File: config.mk
export PLATFORM = sky130hd
export DESIGN_NAME = splt_cpl_engine
export DESIGN_NICKNAME = d
export VERILOG_FILES = /design/src/rtl/splt_pkg.sv /design/src/rtl/splt_tag_table.sv /design/src/rtl/splt_cpl_rx.sv /design/src/rtl/splt_err_gen.sv /design/src/rtl/splt_cpl_engine.sv
export SDC_FILE = /design/constraint.sdc
export NUM_CORES = 1
export LEC_CHECK = 0
export BUFFER_PORTS_ARGS = -buffer_cell sky130_fd_sc_hd__clkbuf_2
export CAP_MARGIN = 20
export CORE_UTILIZATION = 44
export CTS_BUF_LIST = sky130_fd_sc_hd__clkbuf_2
export CTS_CLUSTER_DIAMETER = 80
export DETAILED_ROUTE_END_ITERATION = 7
export GPL_ROUTABILITY_DRIVEN = 0
export MAX_ROUTING_LAYER = met4
export PLACE_DENSITY = 0.82
export SLEW_MARGIN = 20
export SYNTH_ARGS = -nofsm -noshare
export SYNTH_HDL_FRONTEND = slang
export SYNTH_SLANG_ARGS = --single-unit
File: constraint.sdc
create_clock -name clk -period 2.09 [get_ports clk]
set_input_delay 0.1045 -clock clk [delete_from_list [all_inputs] [get_ports clk]]
set_output_delay 0.1045 -clock clk [all_outputs]
set_load 0.005 [all_outputs]
File: src/rtl/splt_pkg.sv
package splt_pkg;

  typedef enum logic [7:0] {
    MSG_MASTER_ABORT = 8'h00,
    MSG_TARGET_ABORT = 8'h01
  } msg_idx_e;

  typedef struct packed {
    logic bcm;
    logic sce;
    logic scm;
  } cpl_attr_t;

endpackage

File: src/rtl/splt_tag_table.sv
module splt_tag_table #(
  parameter int NUM_TAGS = 2,
  parameter int TAG_W    = 1
) (
  input  logic                clk,
  input  logic                rst,
  input  logic                set_v,
  input  logic [TAG_W-1:0]    set_tag,
  input  logic [NUM_TAGS-1:0] free_mask,
  input  logic                clear_all,
  output logic [NUM_TAGS-1:0] busy,
  output logic                proto_err
);

  logic set_hits_busy;

  assign set_hits_busy = set_v && busy[set_tag];

  // one state bit per slot; set and free are exclusive since set needs idle, free needs busy
  for (genvar t = 0; t < NUM_TAGS; t++) begin : g_slot
    logic slot_q;
    always_ff @(posedge clk) begin
      if (rst || clear_all) begin
        slot_q <= 1'b0;
      end else if (set_v && (set_tag == TAG_W'(t)) && !slot_q) begin
        slot_q <= 1'b1;
      end else if (free_mask[t]) begin
        slot_q <= 1'b0;
      end
    end
    assign busy[t] = slot_q;
  end

  always_ff @(posedge clk) begin
    if (rst) begin
      proto_err <= 1'b0;
    end else if (set_hits_busy) begin
      proto_err <= 1'b1;
    end
  end

endmodule

File: src/rtl/splt_cpl_rx.sv
module splt_cpl_rx #(
  parameter int ID_W     = 16,
  parameter int DATA_W   = 32,
  parameter int NUM_TAGS = 2,
  parameter int TAG_W    = 1
) (
  input  logic                clk,
  input  logic                rst,
  input  logic [ID_W-1:0]     own_id,
  input  logic                cpl_valid,
  input  logic                cpl_last,
  input  logic [ID_W-1:0]     cpl_rid,
  input  logic [TAG_W-1:0]    cpl_tag,
  input  logic [DATA_W-1:0]   cpl_data,
  input  logic [NUM_TAGS-1:0] busy,
  output logic [NUM_TAGS-1:0] free_mask,
  output logic                claim_q,
  output logic                rd_valid_q,
  output logic [TAG_W-1:0]    rd_tag_q,
  output logic [DATA_W-1:0]   rd_data_q,
  output logic                drop_q
);

  logic id_hit;
  logic tag_live;
  logic accept;

  assign id_hit   = cpl_valid && (cpl_rid == own_id);
  assign tag_live = busy[cpl_tag];
  assign accept   = id_hit && tag_live;

  always_comb begin
    free_mask = '0;
    if (accept && cpl_last) begin
      free_mask[cpl_tag] = 1'b1;
    end
  end

  always_ff @(posedge clk) begin
    if (rst) begin
      claim_q    <= 1'b0;
      rd_valid_q <= 1'b0;
      drop_q     <= 1'b0;
      rd_tag_q   <= '0;
      rd_data_q  <= '0;
    end else begin
      claim_q    <= id_hit;
      rd_valid_q <= accept;
      drop_q     <= id_hit && !tag_live;
      if (accept) begin
        rd_tag_q  <= cpl_tag;
        rd_data_q <= cpl_data;
      end
    end
  end

endmodule

File: src/rtl/splt_err_gen.sv
module splt_err_gen
  import splt_pkg::*;
#(
  parameter int NUM_TAGS = 2,
  parameter int TAG_W    = 1
) (
  input  logic                clk,
  input  logic                rst,
  input  logic                abort_valid,
  input  logic [TAG_W-1:0]    abort_tag,
  input  logic                abort_target,
  input  logic                abort_mem,
  input  logic                queue_discard,
  input  logic [NUM_TAGS-1:0] busy,
  output logic [NUM_TAGS-1:0] free_mask,
  output logic                gen_valid_q,
  output logic [TAG_W-1:0]    gen_tag_q,
  output cpl_attr_t           attr_q,
  output msg_idx_e            msg_q
);

  logic abort_live;
  logic sce_abort;

  assign abort_live = abort_valid && busy[abort_tag];
  assign sce_abort  = abort_target && abort_mem;

  always_comb begin
    free_mask = '0;
    if (abort_live) begin
      free_mask[abort_tag] = 1'b1;
    end
  end

  always_ff @(posedge clk) begin
    if (rst) begin
      gen_valid_q <= 1'b0;
      gen_tag_q   <= '0;
      attr_q      <= '0;
      msg_q       <= MSG_MASTER_ABORT;
    end else if (queue_discard) begin
      gen_valid_q <= 1'b1;
      gen_tag_q   <= '0;
      attr_q      <= '{bcm: 1'b0, sce: 1'b1, scm: 1'b1};
      msg_q       <= MSG_MASTER_ABORT;
    end else if (abort_live) begin
      gen_valid_q <= 1'b1;
      gen_tag_q   <= abort_tag;
      attr_q      <= '{bcm: 1'b0, sce: sce_abort, scm: sce_abort};
      msg_q       <= abort_target ? MSG_TARGET_ABORT : MSG_MASTER_ABORT;
    end else begin
      gen_valid_q <= 1'b0;
      gen_tag_q   <= '0;
      attr_q      <= '0;
      msg_q       <= MSG_MASTER_ABORT;
    end
  end

endmodule

File: src/rtl/splt_cpl_engine.sv
module splt_cpl_engine
  import splt_pkg::*;
#(
  parameter int ID_W     = 16,
  parameter int DATA_W   = 32,
  parameter int NUM_TAGS = 2,
  localparam int TAG_W   = (NUM_TAGS > 1) ? $clog2(NUM_TAGS) : 1
) (
  input  logic                clk,
  input  logic                rst,
  input  logic [ID_W-1:0]     own_id,
  input  logic                req_valid,
  input  logic [TAG_W-1:0]    req_tag,
  input  logic                cpl_valid,
  input  logic                cpl_last,
  input  logic [ID_W-1:0]     cpl_rid,
  input  logic [TAG_W-1:0]    cpl_tag,
  input  logic [DATA_W-1:0]   cpl_data,
  input  logic                abort_valid,
  input  logic [TAG_W-1:0]    abort_tag,
  input  logic                abort_target,
  input  logic                abort_mem,
  input  logic                queue_discard,
  output logic [NUM_TAGS-1:0] busy_mask,
  output logic                proto_err,
  output logic                cpl_claim,
  output logic                rd_valid,
  output logic [TAG_W-1:0]    rd_tag,
  output logic [DATA_W-1:0]   rd_data,
  output logic                cpl_drop,
  output logic                gen_valid,
  output logic [TAG_W-1:0]    gen_tag,
  output logic                attr_bcm,
  output logic                attr_sce,
  output logic                attr_scm,
  output logic [7:0]          msg_index
);

  logic [NUM_TAGS-1:0] rx_free;
  logic [NUM_TAGS-1:0] err_free;
  cpl_attr_t           attr;
  msg_idx_e            msg;

  splt_tag_table #(.NUM_TAGS(NUM_TAGS), .TAG_W(TAG_W)) tags_i (
    .clk       (clk),
    .rst       (rst),
    .set_v     (req_valid),
    .set_tag   (req_tag),
    .free_mask (rx_free | err_free),
    .clear_all (queue_discard),
    .busy      (busy_mask),
    .proto_err (proto_err)
  );

  splt_cpl_rx #(.ID_W(ID_W), .DATA_W(DATA_W), .NUM_TAGS(NUM_TAGS), .TAG_W(TAG_W)) rx_i (
    .clk        (clk),
    .rst        (rst),
    .own_id     (own_id),
    .cpl_valid  (cpl_valid),
    .cpl_last   (cpl_last),
    .cpl_rid    (cpl_rid),
    .cpl_tag    (cpl_tag),
    .cpl_data   (cpl_data),
    .busy       (busy_mask),
    .free_mask  (rx_free),
    .claim_q    (cpl_claim),
    .rd_valid_q (rd_valid),
    .rd_tag_q   (rd_tag),
    .rd_data_q  (rd_data),
    .drop_q     (cpl_drop)
  );

  splt_err_gen #(.NUM_TAGS(NUM_TAGS), .TAG_W(TAG_W)) err_i (
    .clk           (clk),
    .rst           (rst),
    .abort_valid   (abort_valid),
    .abort_tag     (abort_tag),
    .abort_target  (abort_target),
    .abort_mem     (abort_mem),
    .queue_discard (queue_discard),
    .busy          (busy_mask),
    .free_mask     (err_free),
    .gen_valid_q   (gen_valid),
    .gen_tag_q     (gen_tag),
    .attr_q        (attr),
    .msg_q         (msg)
  );

  assign attr_bcm  = attr.bcm;
  assign attr_sce  = attr.sce;
  assign attr_scm  = attr.scm;
  assign msg_index = msg;

endmodule

==> results.ini, run 1 <==
[cts]
max-clock-path-buffers=2
cts_tree=done
cts-root-buf=clkbuf_2
cts_sinks=43
ctsHtreeMaxLevel=2
numCtsBuffers=5
clk_pin_slew_worst_paths_ns=0.19
ctsResizeCount=0
post-cts-setup-buffer-count=0
clock_latency_ns=0.38

[worst_setup_path]
cp.arrival_ns=2.31
critical_path_peak_fanout=4
crit_chain=dlygate4sd3_1, clkbuf_2, nor2_1, nand2_1, dlygate4sd3_1, nor2_1, dlygate4sd3_1
slowest_stage=dlygate4sd3_1
reg2reg_depth=6
cp-start-kind=input pin
worstReg2RegStart=tags_i.g_slot[0].slot_q
rr_endpoint=rx_i.rd_data_q[17]
ff2ff_setup_slack_ns=0.60
endpoint_kind=flop
critPathMostFrequentCell=dlygate4sd3_1
cpPeakStageDelay_ns=0.57
required_ns=2.43
crit_type=input pin to flop

[route]
routed_wirelength_um=6370
first_iter_violations=161
drc=0
wl_per_cell_um=14.6
vias=2404
drt-vias-per-instance=5.50
dr.pass1.iters=4
ant_nets=0

[floorplanning]
dieHeight_um=70.4
initial_utilization_pct=46.6
die_x_um=70.4
rows=24
die_area_mm2=0.00496
core_area_mm2=0.00441
io_pins=128

[timing]
hold-worst-slack_ns=0.0413
fin_tns_setup_ns=0
post-route-period-util_pct=94.1
timing_hold_violations_final=0
slew_violations=0
max_freq_mhz=508
fin_skew_ns=0.00542
setup_violations=0
grt_setup_unrepaired=false
period_needed_ns=1.97

[synthesis]
synth_edf_count=0
ys_ff_latch=43
synth_flop_cell=dfxtp_1
yosys_warnings=0
synth_cell_types=34
seq_area_frac_synth_pct=41.8
syn_inst=238
post-synth-top-count-cell=dfxtp_1
async_flop_share_pct=0
synthTopCellsByCount=dfxtp_1 (43), a21oi_1 (37), nand4_1 (33)
yosysTopAreaCellShare_pct=41.8
syn_area_mm2=0.00206
syn_area_per_cell_um2=8.65
synthTopCellsByArea=dfxtp_1 (42%), o31ai_1 (12%), nand4_1 (10%), a21oi_1 (9.0%), buf_4 (4.0%)
yosysTopAreaCell=dfxtp_1

[place]
place_hpwl_um=3810
io_buffers=119

[pwr]
comb_power_share_pct=17.1
leakage_nw=1.31
p_int_w=0.00104
power_density_mw_per_mm2=457
swShare_pct=25.8
peakVddDrop_mv=0.351
switchingPower_w=0.000360
pwr-share-seq_pct=59.3
clkPwrFrac_pct=23.6

[final_layout]
multi_input_area_mm2=0.00101
drive_above_1_share_pct=35.6
num-fill-cells=364
insertedDiodeCount=0
finalNetCount=460
area_growth_pct=48.7
regArea_um2=861
final_core_util_pct=69.3

[hold_path]
hp-start=abort_tag
min_path_cells=4
hp-class=input pin to flop
min_to=tags_i.g_slot[1].slot_q

[grt]
grt_max_degree=35
grt_usage_pct=26.2
overflow=0
grt_pass1_wl_um=10300
grt_pass1_vias=2312
antenna_found_initial=0

[outcome]
status=completed

[job]
cap_viol_max_count=0

[routing by layer]
layer  wire (um)  global-route usage (%)  up-vias
met5           0                       -        -
met4         140                    9.33        0
met3         352                    4.47       17
met2        3360                    46.5       99
met1        2510                    29.5     1115
li1            -                       -     1173
[final cells by class]
type / count / area share [%]
repair buffers: 168 / 34.9
multi-input cells: 162 / 33.1
flip-flops and latches: 43 / 28.1
well taps: 52 / 2.13
clock buffers: 6 / 0.981
inverters: 4 / 0.491
clock inverters: 2 / 0.245
[power by group through the flow]
stage / logic (W) / clock network [W] / registers (W)
global route: 0.000259 / 0.000374 / 0.000831
detailed placement: 0.000172 / 0 / 0.000845
floorplan: 0.0000864 / 0 / 0.000844
global placement: 0.000170 / 0 / 0.000845
finish: 0.000239 / 0.000330 / 0.000829
CTS: 0.000233 / 0.000338 / 0.000829
[registers in the layout (all words and copies together) (netlist names)]
name / flops
tags_i.proto_err: 1
err_i.msg_q: 1
rx_i.claim_q: 1
rx_i.rd_tag_q: 1
rx_i.drop_q: 1
rx_i.rd_valid_q: 1
err_i.gen_valid_q: 1
tags_i.g_slot.slot_q: 2
rx_i.rd_data_q: 32
err_i.attr_q: 1
err_i.gen_tag_q: 1
[cells by family (layout without fill, tap and decap cells)]
| kind of cell | count (synthesis) | count (layout) | synth area share, % |
|---|---|---|---|
| other cells | 1 | 8 | 0.182 |
| buf+inv | 40 | 180 | 11.0 |
| xor+xnor | 13 | 13 | 5.53 |
| compound gates | 80 | 80 | 24.3 |
| flops | 43 | 43 | 41.8 |
| simple gates | 61 | 61 | 17.2 |
[through the flow]
step / std cells / power (W) / worst slack [ns] / instance area [um2]
2_1_floorplan: 245 / 0.000931 / 0.572 / 2080
3_3_place_gp: 387 / 0.00101 / 0.385 / 2600
6_report: 437 / 0.00140 / 0.123 / 3060
5_1_grt: 437 / 0.00146 / 0.0151 / 3060
4_1_cts: 437 / 0.00140 / 0.233 / 3060
3_5_place_dp: 387 / 0.00102 / 0.327 / 2600
[cell usage in the layout, fill, tap and decap left out, drive strengths merged, types with 7 or more instances in the layout]
cell type | Yosys | routed
nand4 | 33 | 33
buf | 19 | 7
conb | 1 | 8
o31ai | 32 | 32
dfxtp | 43 | 43
nor2 | 7 | 7
xor2 | 7 | 7
a21oi | 37 | 37
dlygate4sd3 | 0 | 42
clkbuf | 17 | 125
nand2 | 7 | 7
[repair_timing]
action                                  in CTS  in global routing
hold buffers                                42                  0
endpoints found under the setup margin       0                  0
endpoints found under the hold margin       39                  0
[worst max-delay path, delay by kind of cell]
family                 cells  cell delay [ns]
buffers and inverters      4             1.81
AND/OR/NAND/NOR            3             0.39
[worst max path at each step]
stage | start | end | slack, ns | depth (start not counted)
2_1_floorplan | own_id[1] | rx_i.rd_data_q[17] | 0.57 | 7
3_3_place_gp | own_id[1] | rx_i.rd_data_q[9] | 0.39 | 6
3_5_place_dp | own_id[8] | rx_i.rd_data_q[17] | 0.33 | 6
4_1_cts | queue_discard | err_i.gen_tag_q | 0.23 | 7
5_1_grt | queue_discard | err_i.gen_tag_q | 0.02 | 7
6_report | queue_discard | err_i.gen_tag_q | 0.12 | 7
(Power assumes the default switching activity.)
==> run 2, diff against run 1 <==
- CORE_ASPECT_RATIO: not set -> 1.25
==> results.ini, run 2 (synthesis results as in run 1) <==
[worst_setup_path]
critPathMostFrequentCell=dlygate4sd3_1
required_ns=2.45
cp.arrival_ns=2.20
crit_chain=dlygate4sd3_1, clkbuf_2, nor2_1, nand2_1, dlygate4sd3_1, nor2_1, dlygate4sd3_1
cpPeakStageDelay_ns=0.55
critPathBufInv=4
cp_top_family=buffers and inverters
critical_path_peak_fanout=4
crit_type=input pin to flop
cp-start-kind=input pin
slowest_stage=dlygate4sd3_1
endpoint_kind=flop

[route]
routed_wirelength_um=6400
dr.pass1.iters=4
wl_per_cell_um=14.4
first_iter_violations=170
vias=2404
drc=0
ant_nets=0
drt-vias-per-instance=5.40

[timing]
setup_violations=0
fin_tns_setup_ns=0
fin_skew_ns=0.0265
slew_violations=0
timing_hold_violations_final=0
grt_setup_unrepaired=false
tightest_slew_ns=0.693
post-route-period-util_pct=87.9
period_needed_ns=1.84
maxSlewHeadroom_pct=53.8
max_freq_mhz=544

[floorplanning]
core_area_mm2=0.00446
dieHeight_um=78.5
die_x_um=63.2
io_pins=128
rows=27
initial_utilization_pct=46.2
die_area_mm2=0.00496

[hold_path]
hp-class=input pin to flop

[final_layout]
num-fill-cells=374
top_register=rx_i.rd_data_q
reg_top3=rx_i.rd_data_q (32), tags_i.g_slot.slot_q (2)
largest_reg_flops=32
final_core_util_pct=69.5
insertedDiodeCount=0
finalNetCount=462
area_growth_pct=50.6
drive_above_1_share_pct=36.2
layout_commonest_cell=clkbuf_2
layout_common_cells=clkbuf_2 (126), dfxtp_1 (43), dlygate4sd3_1 (43), a21oi_1 (36), nand4_1 (33)

[grt]
grt_pass1_wl_um=9770
grt_usage_pct=25.6
overflow=0
antenna_found_initial=0
grt_pass1_vias=2216
grt_max_degree=35

[place]
place_hpwl_um=3870
io_buffers=119

[cts]
max-clock-path-buffers=2
numCtsBuffers=5
cts_tree=done
clock_latency_ns=0.39
ctsHtreeMaxLevel=2
cts_sinks=43
cts-root-buf=clkbuf_2
post-cts-setup-buffer-count=0
clk_pin_slew_worst_paths_ns=0.21
ctsResizeCount=0

[outcome]
status=completed

[pwr]
power_density_mw_per_mm2=457
leakage_nw=1.33
peakVddDrop_mv=0.346

[job]
cap_viol_max_count=0

[run 2: changes by cell type in the layout (fill, tap and decap cells not counted)]
cell,change
clkbuf_2,+1
clkinv_2,+1
dlygate4sd3_1,+1
clkinv_1,-2
buf_12,+1
[run 2: through the flow]
step / area [um2] / hold slack [ns] / setup slack (ns) / total power, W / std cells
after floorplan: 2080 / 0.206 / 0.572 / 0.000931 / 245
after global placement: 2630 / 0.319 / 0.395 / 0.00102 / 394
after detailed placement: 2630 / 0.325 / 0.346 / 0.00102 / 394
after CTS: 3100 / 0.0623 / 0.295 / 0.00143 / 445
after global routing: 3100 / 0.0833 / 0.178 / 0.00148 / 445
final: 3100 / 0.0876 / 0.252 / 0.00142 / 445
[run 2: worst paths after layout]
| kind | start | endpoint | slack [ns] | depth (start not counted) |
|---|---|---|---|---|
| max | queue_discard | err_i.gen_tag_q | 0.25 | 7 |
| min | req_tag | tags_i.proto_err | 0.09 | 5 |
| max reg2reg | tags_i.g_slot[0].slot_q | rx_i.rd_data_q[15] | 0.30 | 6 |
| min reg2reg | rx_i.rd_data_q[28] | rx_i.rd_data_q[28] | 0.48 | 2 |
[run 2: per-layer routing]
layer | routed length (um) | global-route usage (%) | part of all wire, % | vias to the layer above
met4 | 203 | 15.0 | 3.2 | 0
met2 | 3400 | 44.1 | 53 | 130
met1 | 2460 | 27.5 | 38 | 1075
met3 | 337 | 4.22 | 5.3 | 20
li1 | - | - | - | 1179
met5 | 0 | - | 0 | -
[run 2: where the power goes]
part / switching, W / internal (W)
Combinational: 0.000107 / 0.000132
Sequential: 0.00000355 / 0.000826
Clock: 0.000257 / 0.0000914
Total: 0.000368 / 0.00105
[run 2: tightest hold or removal path, cell delays in order]
cell      delay (ns)
clkbuf_2        0.11
nand2_1         0.05
o21ai_0         0.07
a21oi_1         0.07
nor2_1          0.07
[run 2: what timing repair did]
action | 4_1_cts | 5_1_grt
setup endpoints to repair | 0 | 0
hold buffers | 43 | 0
endpoints found under the hold margin | 39 | 0
[run 2: final cells by class]
cell class,instances,area (um2),share of cell area (%)
multi-input combinational,162,1010,32.7
clock buffer,7,35.0,1.13
timing repair buffer,170,1100,35.4
clock inverter,1,5.00,0.161
inverter,4,15.0,0.484
tap,58,72.6,2.34
sequential,43,861,27.8
==> run 3, diff against run 2 <==
- PLACE_DENSITY: 0.82 -> 0.9
==> results.ini, run 3 (synthesis results as in run 1) <==
[outcome]
status=completed

[final_layout]
top_register=rx_i.rd_data_q
largest_reg_flops=32
num-fill-cells=364
finalNetCount=463
design_area_mm2=0.00312
instances_no_fill=446
insertedDiodeCount=0
layout_commonest_cell=clkbuf_2
reg_top3=rx_i.rd_data_q (32), tags_i.g_slot.slot_q (2)
layout_common_cells=clkbuf_2 (124), dlygate4sd3_1 (44), dfxtp_1 (43), a21oi_1 (36), nand4_1 (33)
drive_above_1_share_pct=35.8
area_growth_pct=51.7

[worst_setup_path]
crit_type=flop to flop
critical_path_peak_fanout=22
required_ns=2.43
endpoint_kind=flop
worstReg2RegStart=tags_i.g_slot[0].slot_q
cp-start-kind=flop
reg2reg_depth=5
critical_path.startpoint=tags_i.g_slot[0].slot_q
cp.arrival_ns=2.23

[cts]
ctsHtreeMaxLevel=2
cts-root-buf=clkbuf_2
numCtsBuffers=5
ctsResizeCount=0
max-clock-path-buffers=2
cts_tree=done
clock_latency_ns=0.40
cts_sinks=43
clk_pin_slew_worst_paths_ns=0.21

[timing]
setup_violations=0
post-route-period-util_pct=90.5
tightest_slew_ns=0.897
period_needed_ns=1.89
slew_violations=0
maxSlewHeadroom_pct=40.2
grt_setup_unrepaired=false
fin_skew_ns=0.0117
fin_tns_setup_ns=0
max_freq_mhz=529
timing_hold_violations_final=0

[floorplanning]
core_area_mm2=0.00446
die_area_mm2=0.00496
rows=27
die_x_um=63.2
initial_utilization_pct=46.2
dieHeight_um=78.5
io_pins=128

[pwr]
clkPwrFrac_pct=30.3
swShare_pct=25.0
power_density_mw_per_mm2=494
peakVddDrop_mv=0.280
switchingPower_w=0.000385
p_int_w=0.00116
leakage_nw=1.34
comb_power_share_pct=15.8
pwr-share-seq_pct=53.8

[route]
drt-vias-per-instance=5.73
drc=0
ant_nets=0
vias=2557
dr.pass1.iters=5
first_iter_violations=230
routed_wirelength_um=6590
wl_per_cell_um=14.8

[place]
dp_cells=394
postPlaceCellArea_mm2=0.00262
io_buffers=119
place_hpwl_um=3860

[hold_path]
hp-start=queue_discard
min_path_cells=4
hp-class=input pin to flop

[grt]
antenna_found_initial=0
grt_max_degree=39
overflow=0
grt_pass1_wl_um=10700
grt_pass1_vias=2480
grt_usage_pct=27.8

[job]
cap_viol_max_count=0

## run 3: power by group through the flow
stage	Clock, W	Sequential, W	Combinational (W)
after global placement	0	0.000845	0.000168
after CTS	0.000471	0.000830	0.000236
after detailed placement	0	0.000846	0.000173
after global routing	0.000504	0.000831	0.000266
final	0.000468	0.000830	0.000244
after floorplan	0	0.000844	0.0000864
## run 3: final timing paths
check / end / slack (ns)
worst min register to register: rx_i.rd_data_q[4] / 0.48
worst min-delay path: tags_i.g_slot[0].slot_q / 0.05
worst max register to register: rx_i.rd_data_q[13] / 0.20
worst max-delay path: rx_i.rd_data_q[13] / 0.20
## run 3: layer usage
layer	vias up	part of all wire [%]	track usage, %
li1	1183	-	-
met1	1190	37	28.0
met2	158	53	50.1
met3	26	6.7	5.52
met4	0	3.4	15.2
met5	-	0	-
## run 3: area by class of cell
type	count	area (um2)	share of cell area, %
inverters	4	15.0	0.481
flip-flops and latches	43	861	27.6
clock inverters	3	38.8	1.24
multi-input cells	162	1010	32.5
clock buffers	5	25.0	0.802
well taps	58	72.6	2.32
repair buffers	171	1100	35.1
## run 3: repair_timing
item | in CTS | in global routing
hold endpoints to repair | 39 | 0
hold buffers | 44 | 0
setup buffers | 0 | 0
## run 3: worst max-delay path, stage by stage (launching register included)
cell and delay [ns]:
dfxtp_1 0.45, inv_2 0.08, o21ai_2 0.69, buf_4 0.33
nand4_1 0.12, a21oi_1 0.15
## run 3: stage by stage
stage	utilization [%]	hold slack (ns)	setup WS, ns	power, W
5_1_grt	70.0	0.0305	0.0601	0.00160
3_5_place_dp	58.7	0.316	0.299	0.00102
3_3_place_gp	58.7	0.316	0.346	0.00101
2_1_floorplan	-	0.206	0.572	0.000931
4_1_cts	70.0	0.0167	0.257	0.00154
6_report	70.0	0.0459	0.198	0.00154
